`config.mk`:
```
export PLATFORM = sky130hd
export DESIGN_NAME = secs_timer
export DESIGN_NICKNAME = d
export VERILOG_FILES = /design/src/rtl/secs_timer_pkg.sv /design/src/rtl/secs_timer_prescaler.sv /design/src/rtl/secs_timer_counter.sv /design/src/rtl/secs_timer_status.sv /design/src/rtl/secs_timer.sv
export SDC_FILE = /design/constraint.sdc
export NUM_CORES = 1
export LEC_CHECK = 0
export ABC_AREA = 0
export BUFFER_PORTS_ARGS = -buffer_cell sky130_fd_sc_hd__buf_4
export CAP_MARGIN = 20
export CORE_ASPECT_RATIO = 0.7
export CORE_UTILIZATION = 40
export DETAILED_ROUTE_END_ITERATION = 8
export SYNTH_ARGS = -nofsm -noshare
export SYNTH_HDL_FRONTEND = slang
export SYNTH_SLANG_ARGS = --single-unit
```
`constraint.sdc`:
```
create_clock -name clk -period 3.7 [get_ports clk]
set_clock_uncertainty 0.2 [all_clocks]
set_input_delay 0.185 -clock clk [delete_from_list [all_inputs] [get_ports clk]]
set_output_delay 0.185 -clock clk [all_outputs]
set_load 0.03 [all_outputs]
```
`src/rtl/secs_timer_pkg.sv`:
```
package secs_timer_pkg;
   // word index taken from bus_addr[3:2]
   typedef enum logic [1:0] {
      W_CTRL  = 2'd0,
      W_ALARM = 2'd1,
      W_COUNT = 2'd2,
      W_STAT  = 2'd3
   } word_e;

   localparam int BIT_ALM_EN  = 16;
   localparam int BIT_INC_EN  = 17;
   localparam int BIT_RESTART = 18;
   localparam int BUS_W       = 32;
   localparam int PRE_FIELD_W = 16;
endpackage

```
`src/rtl/secs_timer_prescaler.sv`:
```
module secs_timer_prescaler #(
   parameter int PRE_W = 16
) (
   input  logic             clk,
   input  logic             rst_n,
   input  logic             slow_tick,
   input  logic             restart,
   input  logic [PRE_W-1:0] pre_val,
   output logic             inc_pulse
);
   localparam int EXT_W = PRE_W + 1;

   logic [PRE_W-1:0] div_q;
   logic [EXT_W-1:0] div_next;
   logic             period_done;

   assign div_next    = {1'b0, div_q} + EXT_W'(1);
   assign period_done = div_next >= {1'b0, pre_val};
   assign inc_pulse   = slow_tick & ~restart & period_done;

   always_ff @(posedge clk) begin
      if (!rst_n)
         div_q <= '0;
      else if (restart)
         div_q <= '0;
      else if (slow_tick)
         div_q <= period_done ? '0 : div_next[PRE_W-1:0];
   end

   assert_restart_div_R4: assert property (@(posedge clk) disable iff (!rst_n)
      restart |=> div_q == '0);
   assert_div_step_R2: assert property (@(posedge clk) disable iff (!rst_n)
      (slow_tick && !restart && !inc_pulse) |=> div_q == $past(div_q) + PRE_W'(1));
   assert_div_idle_R2: assert property (@(posedge clk) disable iff (!rst_n)
      (!slow_tick && !restart) |=> $stable(div_q));
endmodule

```
`src/rtl/secs_timer_counter.sv`:
```
module secs_timer_counter #(
   parameter int CNT_W = 32
) (
   input  logic             clk,
   input  logic             rst_n,
   input  logic             inc,
   input  logic             restart,
   input  logic [CNT_W-1:0] alarm_val,
   output logic [CNT_W-1:0] count,
   output logic             alarm_hit
);
   logic [CNT_W-1:0] count_q;
   logic [CNT_W-1:0] count_inc;

   assign count_inc = count_q + CNT_W'(1);
   assign alarm_hit = inc & (count_inc == alarm_val);
   assign count     = count_q;

   always_ff @(posedge clk) begin
      if (!rst_n)
         count_q <= '0;
      else if (restart)
         count_q <= '0;
      else if (inc)
         count_q <= count_inc;
   end

   assert_restart_zero_R4: assert property (@(posedge clk) disable iff (!rst_n)
      restart |=> count == '0);
   assert_step_one_R2: assert property (@(posedge clk) disable iff (!rst_n)
      (inc && !restart) |=> count == $past(count) + CNT_W'(1));
   assert_hold_R10: assert property (@(posedge clk) disable iff (!rst_n)
      (!inc && !restart) |=> $stable(count));
   assert_alarm_match_R6: assert property (@(posedge clk) disable iff (!rst_n)
      alarm_hit |=> count == $past(alarm_val));
endmodule

```
`src/rtl/secs_timer_status.sv`:
```
module secs_timer_status (
   input  logic clk,
   input  logic rst_n,
   input  logic alm_evt,
   input  logic inc_evt,
   input  logic rd_clr,
   output logic alm_st,
   output logic inc_st
);
   always_ff @(posedge clk) begin
      if (!rst_n) begin
         alm_st <= 1'b0;
         inc_st <= 1'b0;
      end else begin
         alm_st <= (alm_st & ~rd_clr) | alm_evt;
         inc_st <= (inc_st & ~rd_clr) | inc_evt;
      end
   end

   assert_clear_alm_R8: assert property (@(posedge clk) disable iff (!rst_n)
      (rd_clr && !alm_evt) |=> !alm_st);
   assert_keep_alm_R8: assert property (@(posedge clk) disable iff (!rst_n)
      alm_evt |=> alm_st);
   assert_sticky_alm_R6: assert property (@(posedge clk) disable iff (!rst_n)
      (alm_st && !rd_clr) |=> alm_st);
   assert_keep_inc_R7: assert property (@(posedge clk) disable iff (!rst_n)
      inc_evt |=> inc_st);
endmodule

```
`src/rtl/secs_timer.sv`:
```
module secs_timer
   import secs_timer_pkg::*;
#(
   parameter int CNT_W     = 32,
   parameter int PRE_W     = 16,
   parameter int PRE_RESET = 32768
) (
   input  logic        clk,
   input  logic        rst_n,
   input  logic        slow_tick,
   input  logic        bus_sel,
   input  logic        bus_wr,
   input  logic [3:0]  bus_addr,
   input  logic [31:0] bus_wdata,
   output logic [31:0] bus_rdata,
   output logic        irq
);
   localparam int CNT_PAD = BUS_W - CNT_W;
   localparam int PRE_PAD = PRE_FIELD_W - PRE_W;

   // elaboration-time parameter checks
   if (CNT_W < 2 || CNT_W > BUS_W) begin : g_bad_cnt_w
      $error("secs_timer: CNT_W must lie in 2..32");
   end
   if (PRE_W < 1 || PRE_W > PRE_FIELD_W) begin : g_bad_pre_w
      $error("secs_timer: PRE_W must lie in 1..16");
   end
   if (PRE_RESET < 0 || PRE_RESET >= (1 << PRE_W)) begin : g_bad_pre_rst
      $error("secs_timer: PRE_RESET does not fit in PRE_W");
   end

   word_e            word;
   logic             wr_ctrl, wr_alarm, rd_stat, restart;
   logic [PRE_W-1:0] pre_q;
   logic             alm_en_q, inc_en_q;
   logic [CNT_W-1:0] alarm_q, count;
   logic             inc_pulse, alarm_hit, alm_st, inc_st;
   logic [31:0]      count_ext, alarm_ext;
   logic [15:0]      pre_ext;
   logic             unused_bus_bits;

   assign word     = word_e'(bus_addr[3:2]);
   assign wr_ctrl  = bus_sel & bus_wr & (word == W_CTRL);
   assign wr_alarm = bus_sel & bus_wr & (word == W_ALARM);
   assign rd_stat  = bus_sel & ~bus_wr & (word == W_STAT);
   assign restart  = wr_ctrl & bus_wdata[BIT_RESTART];
   assign unused_bus_bits = ^{bus_addr[1:0], bus_wdata};

   always_ff @(posedge clk) begin
      if (!rst_n) begin
         pre_q    <= PRE_W'(PRE_RESET);
         alm_en_q <= 1'b0;
         inc_en_q <= 1'b0;
         alarm_q  <= '1;
      end else begin
         if (wr_ctrl) begin
            pre_q    <= bus_wdata[PRE_W-1:0];
            alm_en_q <= bus_wdata[BIT_ALM_EN];
            inc_en_q <= bus_wdata[BIT_INC_EN];
         end
         if (wr_alarm)
            alarm_q <= bus_wdata[CNT_W-1:0];
      end
   end

   secs_timer_prescaler #(.PRE_W(PRE_W)) u_pre (
      .clk(clk), .rst_n(rst_n), .slow_tick(slow_tick), .restart(restart),
      .pre_val(pre_q), .inc_pulse(inc_pulse)
   );

   secs_timer_counter #(.CNT_W(CNT_W)) u_cnt (
      .clk(clk), .rst_n(rst_n), .inc(inc_pulse), .restart(restart),
      .alarm_val(alarm_q), .count(count), .alarm_hit(alarm_hit)
   );

   secs_timer_status u_stat (
      .clk(clk), .rst_n(rst_n), .alm_evt(alarm_hit), .inc_evt(inc_pulse),
      .rd_clr(rd_stat), .alm_st(alm_st), .inc_st(inc_st)
   );

   // zero-extension to the bus width, chosen by parameter
   if (CNT_PAD == 0) begin : g_cnt_full
      assign count_ext = count;
      assign alarm_ext = alarm_q;
   end else begin : g_cnt_pad
      assign count_ext = {{CNT_PAD{1'b0}}, count};
      assign alarm_ext = {{CNT_PAD{1'b0}}, alarm_q};
   end
   if (PRE_PAD == 0) begin : g_pre_full
      assign pre_ext = pre_q;
   end else begin : g_pre_pad
      assign pre_ext = {{PRE_PAD{1'b0}}, pre_q};
   end

   always_comb begin
      bus_rdata = '0;
      unique case (word)
         W_CTRL:  bus_rdata = {13'd0, 1'b0, inc_en_q, alm_en_q, pre_ext};
         W_ALARM: bus_rdata = alarm_ext;
         W_COUNT: bus_rdata = count_ext;
         W_STAT:  bus_rdata = {30'd0, inc_st, alm_st};
         default: bus_rdata = '0;
      endcase
   end

   assign irq = (alm_st & alm_en_q) | (inc_st & inc_en_q);

   assert_value_ro_R5: assert property (@(posedge clk) disable iff (!rst_n)
      (bus_sel && bus_wr && word == W_COUNT && !inc_pulse) |=> $stable(count));
   assert_irq_drop_R9: assert property (@(posedge clk) disable iff (!rst_n)
      (rd_stat && !inc_pulse && !wr_ctrl) |=> !irq);
   assert_restart_reads_zero_R4: assert property (@(posedge clk) disable iff (!rst_n)
      restart |=> (bus_sel && !bus_wr && word == W_CTRL) |-> !bus_rdata[BIT_RESTART]);
   assert_alarm_hold_R11: assert property (@(posedge clk) disable iff (!rst_n)
      !wr_alarm |=> $stable(alarm_q));
endmodule

```
[After elaboration in Yosys (flattened, before gate mapping)]
Cells that the tools add are included.
W data, S select, Z words.
Word-level totals
  bits in registers: 100
Operators by class
  add/subtract/negate cells: 2
  magnitude comparators: 1
  equality and inequality tests: 4
  muxes and demuxes: 2
  bitwise logic cells: 20
  reduce and logical (&&, ||, !) cells: 2
Operators with widths (count)
  $pmux W32 S4: 1
  $add A32 B1 Y32 const B: 1
  $eq A32 B32 Y1: 1
  $add A16 B1 Y17 const B: 1
  $ge A17 B16 Y1: 1
  $mux W16: 1
  $and A1 B1 Y1: 13
  $eq A2 B2 Y1 const B: 2
  $not A1 Y1: 4
  $or A1 B1 Y1: 3
  $eq A2 B1 Y1 const B: 1
  $logic_not A2 Y1: 1
  $reduce_or A2 Y1: 1

[Depth between registers and ports, before layout]
Gate-level depths: netlist (run 1).
  depth in word-level cells: 8
  mapped depth: 15

[Cells and area by module]
Synthesis (run 1) repeated with hierarchy kept, for this count alone.
Unflattened totals
  cell total of the unflattened synthesis: 773
  area total of the unflattened synthesis: 6583.8 sq um
Modules (own cells, without submodules)
  secs_timer: times used 1, cells each 279, area an instance 2728.9 sq um, sequential area each 1001.0 sq um
  secs_timer_counter: times used 1, cells each 303, area an instance 2374.8 sq um, sequential area each 640.6 sq um
  secs_timer_prescaler: times used 1, cells each 185, area an instance 1412.6 sq um, sequential area each 320.3 sq um
  secs_timer_status: times used 1, cells each 6, area an instance 67.6 sq um, sequential area each 40.0 sq um

[Worst setup path after synthesis (run 1)]
OpenSTA, ideal clock, no wires.
  kind: reg2reg
  start: register u_pre.div_q[2]
  end: register u_cnt.count_q[0] (netlist: u_cnt.count[0])
  library setup time: 0.128 ns
  data arrival time: 3.363 ns
  required time: 3.372 ns
  path slack: 0.010 ns
  stages on the path, launching flop included: 16
  path buffers: 2
  clock period less this slack: 3.690 ns
  cell sequence: dfxtp_1 and3_1 clkbuf_1 nand2_1 nor3_1 and3_1 xor2_1 ha_1 a21oi_1 a21boi_0 a2111oi_0 o221ai_1 clkbuf_1 nand2_1 xor2_1 nor2_1
Between the ends
  longest elaborated chain between the ends: 3
RTL lines
  start: declaration: line secs_timer_prescaler.sv:13  | logic [PRE_W-1:0] div_q;
  start signal: assignment: line secs_timer_prescaler.sv:27  | div_q <= period_done ? '0 : div_next[PRE_W-1:0];
  $add A16 B1 Y17: line secs_timer_prescaler.sv:17  | assign div_next = {1'b0, div_q} + EXT_W'(1);
  $ge A17 B16 Y1: line secs_timer_prescaler.sv:18  | assign period_done = div_next >= {1'b0, pre_val};
  $and A1 B1 Y1: line secs_timer_prescaler.sv:19  | assign inc_pulse = slow_tick & ~restart & period_done;
  end signal: assignment: line secs_timer_counter.sv:25  | count_q <= count_inc;
  end: declaration: line secs_timer_counter.sv:12  | logic [CNT_W-1:0] count_q;
Every way passes these cells.
A chain may end at the register's enable or synchronous reset.

[Final worst setup path (run 1)]
  start: register u_pre.div_q[0]
  end: register u_cnt.count_q[6] (netlist: u_cnt.count[6])
The elaborated chain is that of the path after synthesis.

==> impl_metrics.env, run 1 <==
export IMPL_first_pass_grt_wire_length_um=29470
export IMPL_finalCritPeriodShare_pct=97.25
export IMPL_final_cell_mix="160 x sky130_fd_sc_hd__nand2_1, 103 x sky130_fd_sc_hd__buf_4, 96 x sky130_fd_sc_hd__dfxtp_1"
export IMPL_netlist_instances=803
export IMPL_number_of_antenna_violations_at_the_first_check_in_global_routing=0
export IMPL_setup_viol=0
export IMPL_whs_ns=0.04919
export IMPL_timing_critical_path_max_delay_family="simple AND/OR/NAND/NOR gates"
export IMPL_worst_hold_path_type="input pin to flop"
export IMPL_drive_above_1_share_pct=19.44
export IMPL_detailed_route_wire_length_per_cell_um=17.41
export IMPL_fp_coreArea_um2=14860
export IMPL_synth_async_sr_flop_share_pct=0
export IMPL_largest_stage_delay_on_the_critical_path_ns=0.47
export IMPL_final_min_clock_period_ns=3.598
export IMPL_run_status="complete, no violations"
export IMPL_power_static_leakage_nw=2.979
export IMPL_cts_tree="done"
export IMPL_synth_enable_flop_cells=0
export IMPL_detail_route_wirelength_um=19060
export IMPL_first_iter_violations=599
export IMPL_yosys_area_top_type_share_pct=32.48
export IMPL_area_delta_synth_final_pct=26.43
export IMPL_cts_buffer_depth=2
export IMPL_grt_max_degree=54
export IMPL_syn_mean_instance_area_um2=7.675
export IMPL_cts_root_buffer="sky130_fd_sc_hd__clkbuf_16"
export IMPL_drt_pre_antenna_iters=6
export IMPL_max_ir_drop_vdd_mv=0.2125
export IMPL_netlist_top_cells_area="sky130_fd_sc_hd__dfxtp_1 32%, sky130_fd_sc_hd__nand2_1 9.7%, sky130_fd_sc_hd__xnor2_1 8.0%"
export IMPL_vias_in_the_first_global_route=5466
export IMPL_worstSetupStartpointType="flop"
export IMPL_hold_path_startpoint="bus_wdata[18]"
export IMPL_cp_max_fo=6
export IMPL_timing_setup_critical_path_class="flop to flop"
export IMPL_portBuffers=71
export IMPL_htree_num_levels=3
export IMPL_timing_hold_violations_final=0
export IMPL_max_cap_violations=0
export IMPL_worst_skew_pair_late_latency_ns=0.36
export IMPL_floorplan_initialDensity_pct=41.48
export IMPL_critical_path_endpoint_type="flop"
export IMPL_reg2reg_to="u_cnt.count[6]$_SDFFE_PP0P_"
export IMPL_synth_yosys_seq_area_share_pct=32.48
export IMPL_numPlacedInstances=1039
export IMPL_crit_arrival_ns=3.62
export IMPL_worst_path_max_delay_cell="sky130_fd_sc_hd__or4_4"
export IMPL_synthFlopType="sky130_fd_sc_hd__dfxtp_1"
export IMPL_r2r_slack_ns=0.10
export IMPL_post_route_drc_count=0
export IMPL_final_antenna_net_count=0
export IMPL_number_of_standard_cells_in_the_layout_taps_in_and_fillers_out=1095
export IMPL_cp_buffers_inverters=3
export IMPL_chipHeight_um=105.9
export IMPL_antenna_cells_inserted=0
export IMPL_gr_usage_all_layers_pct=24.28
export IMPL_synth_area_leader_cell="sky130_fd_sc_hd__dfxtp_1"
export IMPL_crit_path_cell_trace="ha_2 -> nand3_2 -> nor3_2 -> buf_4 -> nand4_1 -> xnor2_1 -> ha_1 -> nand4_1 -> nor2_2 -> buf_4 -> a2111oi_4 -> o221a_2 -> buf_6 -> or4_4 -> xor2_1 -> nor2_1"
export IMPL_synth_seq_cells=100
export IMPL_pwr_density_cell_nw_per_um2=310.3
export IMPL_r2r_start="u_pre.div_q[0]$_SDFFE_PP0P_"
export IMPL_maxSlewViolCount=0
export IMPL_ff2ff_path_depth=16
export IMPL_clock_fmax_mhz=277.9
export IMPL_grt_remaining_overflow=0
export IMPL_syn_num_nets=862
export IMPL_gp_routability_congestion=0.8918
export IMPL_synth_cell_area_um2=6163
export IMPL_detailed_place_hpwl_um=13740
export IMPL_setup_tns_final_ns=0
export IMPL_tightestPinTransition_ns=0.9925
export IMPL_clkSlewWorstSetupHoldPaths_ns=0.07
export IMPL_timing_hold_worst_endpoint="alarm_ext[18]$_SDFFE_PN1P_"
export IMPL_relSlewSlack_pct=33.70
export IMPL_synthesis_yosys_warnings=0
export IMPL_setup_repair_after_global_routing_missed_its_margin="true"
export IMPL_worstPathRequired_ns=3.73
export IMPL_number_of_nets_in_the_layout=954
export IMPL_num_vias=6077
export IMPL_synth_distinct_cells=61
export IMPL_die_width_um=150.4
export IMPL_mostFrequentLayoutCell="sky130_fd_sc_hd__nand2_1"
export IMPL_clkSinkCount=100
export IMPL_cell_count_of_the_worst_hold_path=3
export IMPL_tritoncts_num_buffers=9
export IMPL_number_of_fillers_in_the_final_layout=1388
export IMPL_ios=74
export IMPL_vias_per_cell=5.550
export IMPL_num_rows=37
export IMPL_floorplan_die_area_um2=15920
per-layer routing:
metal / global-route usage, % / up-vias / part of all wire [%]
met5: 0 / - / 0
met4: 5.483 / 0 / 1.4
met1: 37.56 / 2876 / 50
met2: 33.41 / 226 / 41
li1: - / 2950 / -
met3: 5.238 / 25 / 7.2
cell families (layout without fill, tap and decap cells):
family / after synthesis / after routing / synth area share (%)
buffers and inverters: 82 / 179 / 5.400
muxes: 21 / 21 / 3.837
adders and majority gates: 18 / 18 / 3.654
and+or+nand+nor: 370 / 370 / 28.83
DFF: 100 / 100 / 32.48
xor gates and xnor gates: 92 / 92 / 13.07
AOI/OAI and AO/OA: 120 / 120 / 12.73
cell usage after synthesis, types with 2 or more instances:
| master | n |
|---|---|
| sky130_fd_sc_hd__nor4_2 | 2 |
| sky130_fd_sc_hd__nand3b_1 | 5 |
| sky130_fd_sc_hd__nor2b_1 | 2 |
| sky130_fd_sc_hd__a22o_1 | 15 |
| sky130_fd_sc_hd__o211ai_1 | 3 |
| sky130_fd_sc_hd__buf_2 | 8 |
| sky130_fd_sc_hd__and4_1 | 3 |
| sky130_fd_sc_hd__or4_2 | 2 |
| sky130_fd_sc_hd__a21boi_0 | 19 |
| sky130_fd_sc_hd__buf_1 | 2 |
| sky130_fd_sc_hd__or3_1 | 4 |
| sky130_fd_sc_hd__xor2_1 | 36 |
| sky130_fd_sc_hd__nor4_1 | 9 |
| sky130_fd_sc_hd__nor3_1 | 22 |
| sky130_fd_sc_hd__nor2_1 | 48 |
| sky130_fd_sc_hd__a2111oi_0 | 2 |
| sky130_fd_sc_hd__dfxtp_1 | 100 |
| sky130_fd_sc_hd__o21ai_0 | 31 |
| sky130_fd_sc_hd__a21o_1 | 2 |
| sky130_fd_sc_hd__buf_4 | 2 |
| sky130_fd_sc_hd__or2_2 | 4 |
| sky130_fd_sc_hd__nand2_1 | 160 |
| sky130_fd_sc_hd__clkbuf_1 | 48 |
| sky130_fd_sc_hd__and3_1 | 6 |
| sky130_fd_sc_hd__nand4_1 | 21 |
| sky130_fd_sc_hd__mux4_2 | 2 |
| sky130_fd_sc_hd__xnor2_1 | 56 |
| sky130_fd_sc_hd__nand3_1 | 65 |
| sky130_fd_sc_hd__a211oi_1 | 3 |
| sky130_fd_sc_hd__mux2i_1 | 18 |
| sky130_fd_sc_hd__ha_1 | 18 |
| sky130_fd_sc_hd__a21oi_1 | 31 |
| sky130_fd_sc_hd__inv_1 | 21 |
| sky130_fd_sc_hd__a31oi_1 | 3 |
| sky130_fd_sc_hd__nand4b_1 | 4 |
cell type report:
cell class              instances  area (um^2)  area share [%]
inverters                      21        78.83           1.012
clock buffers                  10        239.0           3.067
flip-flops and latches        100         2012           25.82
well taps                     195        244.0           3.131
repair buffers                142         1175           15.08
clock inverters                 6        53.80          0.6904
multi-input cells             621         3990           51.20
timing repair:
item,in CTS,in global routing
setup buffers,0,7
endpoints found under the setup margin,20,42
gates resized for setup,3,35
pin swaps,2,20
gates cloned,0,1
hold buffers,32,0
hold endpoints to repair,56,0
registers in the layout (all words and copies together), names as in the netlist:
register,cells
inc_en_q,1
u_stat.alm_st,1
alarm_ext,32
alm_en_q,1
u_stat.inc_st,1
u_cnt.count,32
pre_ext,16
u_pre.div_q,16
report_power, final:
part	switching, W	internal, W	total, W
logic	0.000202	0.000153	0.000355
clock network	0.000458	0.000488	0.000947
registers	0.0000227	0.00109	0.00112
total	0.000683	0.00173	0.00242
worst reg2reg max path, stage by stage, from the launching register on:
cell and delay, ns:
sky130_fd_sc_hd__dfxtp_1 0.36, sky130_fd_sc_hd__ha_2 0.21, sky130_fd_sc_hd__nand3_2 0.12, sky130_fd_sc_hd__nor3_2 0.13, sky130_fd_sc_hd__buf_4 0.15, sky130_fd_sc_hd__nand4_1 0.11, sky130_fd_sc_hd__xnor2_1 0.17, sky130_fd_sc_hd__ha_1 0.30
sky130_fd_sc_hd__nand4_1 0.14, sky130_fd_sc_hd__nor2_2 0.22, sky130_fd_sc_hd__buf_4 0.15, sky130_fd_sc_hd__a2111oi_4 0.07, sky130_fd_sc_hd__o221a_2 0.32, sky130_fd_sc_hd__buf_6 0.15, sky130_fd_sc_hd__or4_4 0.47, sky130_fd_sc_hd__xor2_1 0.14
sky130_fd_sc_hd__nor2_1 0.05
how the worst max path moves through the flow:
| stage | startpoint | to | cells after the start |
|---|---|---|---|
| 6_report | u_pre.div_q[0]$_SDFFE_PP0P_ | u_cnt.count[6]$_SDFFE_PP0P_ | 16 |
| 5_1_grt | u_pre.div_q[10]$_SDFFE_PP0P_ | u_cnt.count[6]$_SDFFE_PP0P_ | 15 |
| 4_1_cts | u_pre.div_q[1]$_SDFFE_PP0P_ | u_cnt.count[27]$_SDFFE_PP0P_ | 16 |
| 3_5_place_dp | u_pre.div_q[1]$_SDFFE_PP0P_ | u_cnt.count[27]$_SDFFE_PP0P_ | 15 |
| 3_3_place_gp | u_pre.div_q[1]$_SDFFE_PP0P_ | u_cnt.count[27]$_SDFFE_PP0P_ | 15 |
| 2_1_floorplan | u_pre.div_q[2]$_SDFFE_PP0P_ | u_cnt.count[0]$_SDFFE_PP0P_ | 15 |
stage by stage:
stage / cell area (um^2) / utilization [%] / total power (W) / worst slack [ns]
after floorplan: 6163 / - / 0.001316 / 0.009671
after global placement: 6957 / 46.81 / 0.001449 / -0.06885
after detailed placement: 6957 / 46.81 / 0.001454 / -0.1388
after CTS: 7579 / 51.00 / 0.002420 / 0.007660
after global routing: 7792 / 52.44 / 0.002505 / -0.09338
final: 7792 / 52.44 / 0.002418 / 0.1019
No activity file was read; power rests on OpenSTA's default activity.
==> inputs of run 2 (changes only) <==
- CORE_ASPECT_RATIO: 0.7 -> 1.2
==> impl_metrics.env, run 2 (synthesized netlist as in run 1, its figures left out) <==
export IMPL_htree_num_levels=3
export IMPL_vias_per_cell=5.191
export IMPL_power_sequential_fraction_pct=47.0
export IMPL_clock_fmax_mhz=280.9
export IMPL_critical_path_endpoint_type="flop"
export IMPL_worstSetupStartpointType="flop"
export IMPL_cts_buffer_depth=2
export IMPL_largest_stage_delay_on_the_critical_path_ns=0.67
export IMPL_antenna_cells_inserted=0
export IMPL_floorplan_initialDensity_pct=41.03
export IMPL_num_vias=5721
export IMPL_first_iter_violations=299
export IMPL_gr_usage_all_layers_pct=23.52
export IMPL_chipHeight_um=138.0
export IMPL_number_of_standard_cells_in_the_layout_taps_in_and_fillers_out=1102
export IMPL_cp_max_fo=6
export IMPL_worst_path_max_delay_cell="sky130_fd_sc_hd__or4_2"
export IMPL_max_cap_violations=0
export IMPL_portBuffers=71
export IMPL_globalRouteMet3Util_pct=3.103
export IMPL_grt_remaining_overflow=0
export IMPL_number_of_nets_in_the_layout=952
export IMPL_numPlacedInstances=1053
export IMPL_floorplan_die_area_um2=15910
export IMPL_relSlewSlack_pct=36.86
export IMPL_final_cell_mix="160 x sky130_fd_sc_hd__nand2_1, 108 x sky130_fd_sc_hd__buf_4, 95 x sky130_fd_sc_hd__dfxtp_1"
export IMPL_worst_hold_path_type="input pin to flop"
export IMPL_tritoncts_num_buffers=9
export IMPL_finalCritPeriodShare_pct=96.22
export IMPL_die_width_um=115.3
export IMPL_cts_root_buffer="sky130_fd_sc_hd__clkbuf_16"
export IMPL_post_route_drc_count=0
export IMPL_drt_pre_antenna_iters=5
export IMPL_setup_repair_after_global_routing_missed_its_margin="true"
export IMPL_drive_above_1_share_pct=18.37
export IMPL_groute_layer_met2_usage_pct=41.08
export IMPL_timing_setup_critical_path_class="flop to flop"
export IMPL_timing_hold_violations_final=0
export IMPL_crit_path_cell_trace="ha_1 -> nand3_2 -> buf_4 -> nor2_2 -> nand4_1 -> xnor2_2 -> ha_1 -> nand2_1 -> nor2_2 -> a2111oi_1 -> buf_4 -> o221a_4 -> or4_2 -> xnor2_1 -> nor2_1"
export IMPL_grt_use_met1_pct=28.88
export IMPL_final_area_um2=7679
export IMPL_grt_max_degree=54
export IMPL_pwr_density_cell_nw_per_um2=308.7
export IMPL_maxSlewViolCount=0
export IMPL_power_static_leakage_nw=2.933
export IMPL_power_clock_fraction_pct=38.5
export IMPL_final_min_clock_period_ns=3.560
export IMPL_place_area_um2=6993
export IMPL_detailed_route_wire_length_per_cell_um=16.30
export IMPL_fp_coreArea_um2=15020
export IMPL_grt_busiest_layer="met2"
export IMPL_area_delta_synth_final_pct=24.58
export IMPL_cp_buffers_inverters=2
export IMPL_crit_arrival_ns=3.59
export IMPL_clkSinkCount=100
export IMPL_timing_critical_path_max_delay_family="simple AND/OR/NAND/NOR gates"
export IMPL_total_switching_power_w=0.0006674
export IMPL_clkSlewWorstSetupHoldPaths_ns=0.07
export IMPL_post_cts_buffers=0
export IMPL_first_pass_grt_wire_length_um=28430
export IMPL_detailed_place_hpwl_um=12730
export IMPL_worstPathRequired_ns=3.73
export IMPL_mostFrequentLayoutCell="sky130_fd_sc_hd__nand2_1"
export IMPL_setup_viol=0
export IMPL_setup_tns_final_ns=0
export IMPL_layout_core_utilization_pct=51.12
export IMPL_num_rows=49
export IMPL_run_status="complete, no violations"
export IMPL_vias_in_the_first_global_route=5484
export IMPL_power_internal_w=0.001703
export IMPL_final_antenna_net_count=0
export IMPL_max_ir_drop_vdd_mv=0.2110
export IMPL_ios=74
export IMPL_detail_route_wirelength_um=17960
export IMPL_cts_tree="done"
export IMPL_gp_routability_congestion=0.8597
export IMPL_share_comb_of_total_power_pct=14.5
export IMPL_number_of_antenna_violations_at_the_first_check_in_global_routing=0
export IMPL_worst_skew_pair_late_latency_ns=0.36
export IMPL_tightestPinTransition_ns=0.9407
export IMPL_switching_share_pct=28.15
run 2: cell count changes in the layout (fill, tap and decap cells not counted), sizes merged:
cell / before / now
clkinvlp: 1 / 3
clkbuf: 10 / 9
clkinv: 1 / 3
inv: 25 / 22
buf: 110 / 108
run 2: worst reg2reg max path, cell delays in order (launching register included):
cell and delay (ns):
sky130_fd_sc_hd__dfxtp_2 0.34, sky130_fd_sc_hd__ha_1 0.18, sky130_fd_sc_hd__nand3_2 0.11, sky130_fd_sc_hd__buf_4 0.18
sky130_fd_sc_hd__nor2_2 0.14, sky130_fd_sc_hd__nand4_1 0.16, sky130_fd_sc_hd__xnor2_2 0.18, sky130_fd_sc_hd__ha_1 0.29
sky130_fd_sc_hd__nand2_1 0.08, sky130_fd_sc_hd__nor2_2 0.17, sky130_fd_sc_hd__a2111oi_1 0.10, sky130_fd_sc_hd__buf_4 0.16
sky130_fd_sc_hd__o221a_4 0.26, sky130_fd_sc_hd__or4_2 0.67, sky130_fd_sc_hd__xnor2_1 0.15, sky130_fd_sc_hd__nor2_1 0.05
run 2: metrics by stage:
stage	total power, W	hold slack, ns	worst slack [ns]
floorplan	0.001316	0.1090	0.009671
global placement	0.001451	0.1982	0.003161
detailed placement	0.001452	0.1998	-0.002179
CTS	0.002383	0.002342	0.01188
global route	0.002470	0.04106	-0.04551
finish	0.002371	0.02263	0.1399
run 2: timing repair:
action                                  in CTS  in global routing
pin swaps                                    0                  5
hold buffers                                32                  0
cloned                                       0                  0
resized for setup                            1                 17
endpoints found under the setup margin       2                 38
hold endpoints to repair                    55                  0
run 2: cell type report:
| type | count | area [um^2] |
|---|---|---|
| Sequential cell | 100 | 2008 |
| Multi-Input combinational cell | 621 | 3928 |
| Clock buffer | 9 | 225.2 |
| Clock inverter | 7 | 52.55 |
| Timing Repair Buffer | 140 | 1131 |
| Fill cell | 1501 | 7342 |
| Tap cell | 204 | 255.2 |
| Inverter | 21 | 78.83 |
run 2: worst paths after layout:
path,startpoint,end,slack (ns),cells past startpoint
worst max-delay path,u_pre.div_q[0]$_SDFFE_PP0P_,u_cnt.count[8]$_SDFFE_PP0P_,0.14,15
worst min-delay path,bus_wdata[18],alarm_ext[18]$_SDFFE_PN1P_,0.02,3
worst max register to register,u_pre.div_q[0]$_SDFFE_PP0P_,u_cnt.count[8]$_SDFFE_PP0P_,0.14,15
worst min register to register,u_pre.div_q[1]$_SDFFE_PP0P_,u_pre.div_q[1]$_SDFFE_PP0P_,0.27,2
run 2: layer usage:
metal / part of all wire [%] / up-vias
met5: 0 / -
met4: 2.4 / 0
met3: 2.9 / 25
met2: 50 / 105
met1: 45 / 2655
li1: - / 2936
run 2: power groups by stage:
stage | Combinational [W] | Clock, W | Sequential [W]
floorplan | 0.000182 | 0 | 0.00113
detailed placement | 0.000314 | 0 | 0.00114
global route | 0.000372 | 0.000981 | 0.00112
finish | 0.000344 | 0.000913 | 0.00111
global placement | 0.000313 | 0 | 0.00114
CTS | 0.000342 | 0.000928 | 0.00111
==> inputs of run 3 (changes only) <==
- CORE_ASPECT_RATIO: 1.2 -> not set
==> impl_metrics.env, run 3 (synthesized netlist as in run 1, its figures left out) <==
export IMPL_run_status="complete, no violations"
export IMPL_grt_max_degree=54
export IMPL_final_cell_mix="160 x sky130_fd_sc_hd__nand2_1, 102 x sky130_fd_sc_hd__buf_4, 98 x sky130_fd_sc_hd__dfxtp_1"
export IMPL_area_delta_synth_final_pct=24.40
export IMPL_switching_share_pct=26.61
export IMPL_setup_viol=0
export IMPL_clkSlewWorstSetupHoldPaths_ns=0.07
export IMPL_worst_path_max_delay_cell="sky130_fd_sc_hd__or4_2"
export IMPL_htree_num_levels=3
export IMPL_critical_path_endpoint_type="flop"
export IMPL_layout_core_utilization_pct=50.62
export IMPL_power_internal_w=0.001792
export IMPL_tightestPinTransition_ns=1.011
export IMPL_detailed_place_hpwl_um=13130
export IMPL_final_antenna_net_count=0
export IMPL_worst_hold_path_type="input pin to flop"
export IMPL_final_min_clock_period_ns=3.576
export IMPL_detailed_route_wire_length_per_cell_um=16.84
export IMPL_detail_route_wirelength_um=18240
export IMPL_cts_root_buffer="sky130_fd_sc_hd__clkbuf_16"
export IMPL_max_cap_violations=0
export IMPL_drt_pre_antenna_iters=5
export IMPL_worstPathRequired_ns=3.73
export IMPL_setup_tns_final_ns=0
export IMPL_die_width_um=126.1
export IMPL_crit_arrival_ns=3.60
export IMPL_max_ir_drop_vdd_mv=0.2162
export IMPL_maxSlewViolCount=0
export IMPL_tritoncts_num_buffers=9
export IMPL_gp_routability_congestion=0.8779
export IMPL_largest_stage_delay_on_the_critical_path_ns=0.68
export IMPL_relSlewSlack_pct=32.15
export IMPL_worstSetupStartpointType="flop"
export IMPL_post_cts_buffers=0
export IMPL_timing_hold_violations_final=0
export IMPL_clkSinkCount=100
export IMPL_vias_per_cell=5.450
export IMPL_cts_tree="done"
export IMPL_number_of_nets_in_the_layout=949
export IMPL_antenna_cells_inserted=0
export IMPL_fp_coreArea_um2=15150
export IMPL_ios=74
export IMPL_cts_buffer_depth=2
export IMPL_gr_usage_all_layers_pct=23.51
export IMPL_total_switching_power_w=0.0006499
export IMPL_clock_fmax_mhz=279.6
export IMPL_floorplan_die_area_um2=15910
export IMPL_total_power_w=0.002442
export IMPL_num_rows=45
export IMPL_first_pass_grt_wire_length_um=29120
export IMPL_portBuffers=71
export IMPL_globalRouteMet3Util_pct=4.121
export IMPL_power_static_leakage_nw=2.938
export IMPL_timing_critical_path_mode_cell="sky130_fd_sc_hd__and3_1"
export IMPL_worst_skew_pair_late_latency_ns=0.35
export IMPL_timing_setup_critical_path_class="flop to flop"
export IMPL_grt_use_met1_pct=32.91
export IMPL_crit_path_cell_trace="and3_1 -> nand2_1 -> nor3_2 -> and3_1 -> xor2_1 -> ha_1 -> nand3_1 -> a21boi_0 -> a2111oi_2 -> buf_4 -> o221a_4 -> or4_2 -> xnor2_1 -> nor2_1"
export IMPL_vias_in_the_first_global_route=5510
export IMPL_chipHeight_um=126.1
export IMPL_pwr_density_cell_nw_per_um2=318.5
export IMPL_floorplan_initialDensity_pct=40.69
export IMPL_grt_remaining_overflow=0
export IMPL_finalCritPeriodShare_pct=96.65
export IMPL_power_sequential_fraction_pct=45.7
export IMPL_post_route_worst_setup_slack_ns=0.1241
export IMPL_power_clock_fraction_pct=40.2
export IMPL_groute_layer_met2_usage_pct=36.89
export IMPL_number_of_antenna_violations_at_the_first_check_in_global_routing=0
export IMPL_num_vias=5902
export IMPL_mostFrequentLayoutCell="sky130_fd_sc_hd__nand2_1"
export IMPL_grt_busiest_layer="met2"
export IMPL_share_comb_of_total_power_pct=14.1
export IMPL_drive_above_1_share_pct=17.32
export IMPL_post_route_drc_count=0
export IMPL_first_iter_violations=503
export IMPL_cp_max_fo=5
export IMPL_dpl_worst_slack_ns=0.02262
==> run 3: changes by cell type in the layout (fill, tap and decap cells not counted), moves of 2 or more <==
cell | before | now
sky130_fd_sc_hd__dfxtp_1 | 95 | 98
sky130_fd_sc_hd__nand3_2 | 2 | 0
sky130_fd_sc_hd__buf_12 | 0 | 2
sky130_fd_sc_hd__dfxtp_2 | 5 | 2
sky130_fd_sc_hd__buf_4 | 108 | 102
sky130_fd_sc_hd__clkinvlp_4 | 3 | 1
sky130_fd_sc_hd__inv_6 | 0 | 2
sky130_fd_sc_hd__nand3_1 | 63 | 65
==> run 3: worst max-delay path: cells and delay by family (launching register included) <==
kind                     cells  cell delay, ns
buffers and inverters        1            0.16
adder cells (fa/ha/maj)      1            0.32
AND/OR/NAND/NOR              7            1.58
flip-flops                   1            0.34
AO/OA/AOI/OAI                3            0.62
XOR/XNOR                     2            0.23
==> run 3: layout make-up <==
type,count,area (um^2)
clock buffers,10,239.0
clock inverters,6,68.82
fillers,1487,7478
inverters,21,78.83
multi-input cells,621,3905
flip-flops and latches,100,2004
well taps,188,235.2
repair buffers,137,1136
==> run 3: power by group through the flow <==
stage          combinational, W  sequential [W]  clock, W
5_1_grt                0.000370         0.00112   0.00105
3_5_place_dp           0.000312         0.00114         0
3_3_place_gp           0.000311         0.00114         0
6_report               0.000344         0.00112  0.000982
2_1_floorplan          0.000182         0.00113         0
4_1_cts                0.000340         0.00112   0.00100
==> run 3: worst paths after layout <==
kind | end | slack [ns] | cells past startpoint | start
max | u_cnt.count[8]$_SDFFE_PP0P_ | 0.12 | 14 | u_pre.div_q[2]$_SDFFE_PP0P_
min | alarm_ext[25]$_SDFFE_PN1P_ | 0.06 | 2 | rst_n
max reg2reg | u_cnt.count[8]$_SDFFE_PP0P_ | 0.12 | 14 | u_pre.div_q[2]$_SDFFE_PP0P_
min reg2reg | u_pre.div_q[1]$_SDFFE_PP0P_ | 0.28 | 2 | u_pre.div_q[1]$_SDFFE_PP0P_
==> run 3: per-stage QoR <==
| stage | instances | hold WS (ns) | instance area [um^2] |
|---|---|---|---|
| 4_1_cts | 1083 | 0.07997 | 7614 |
| 5_1_grt | 1083 | 0.09332 | 7667 |
| 6_report | 1083 | 0.06163 | 7667 |
| 3_3_place_gp | 1034 | 0.2018 | 6975 |
| 2_1_floorplan | 803 | 0.1090 | 6163 |
| 3_5_place_dp | 1034 | 0.2040 | 6975 |
==> run 3: layer usage <==
metal / routed length [um] / up-vias
met5: 0 / -
met3: 917 / 23
met2: 8184 / 151
met1: 8810 / 2790
li1: - / 2938
met4: 327 / 0
==> run 3: what timing repair did <==
item / in CTS / in global routing
endpoints found under the setup margin: 0 / 50
hold buffers: 33 / 0
endpoints found under the hold margin: 54 / 0
gates resized for setup: 0 / 13
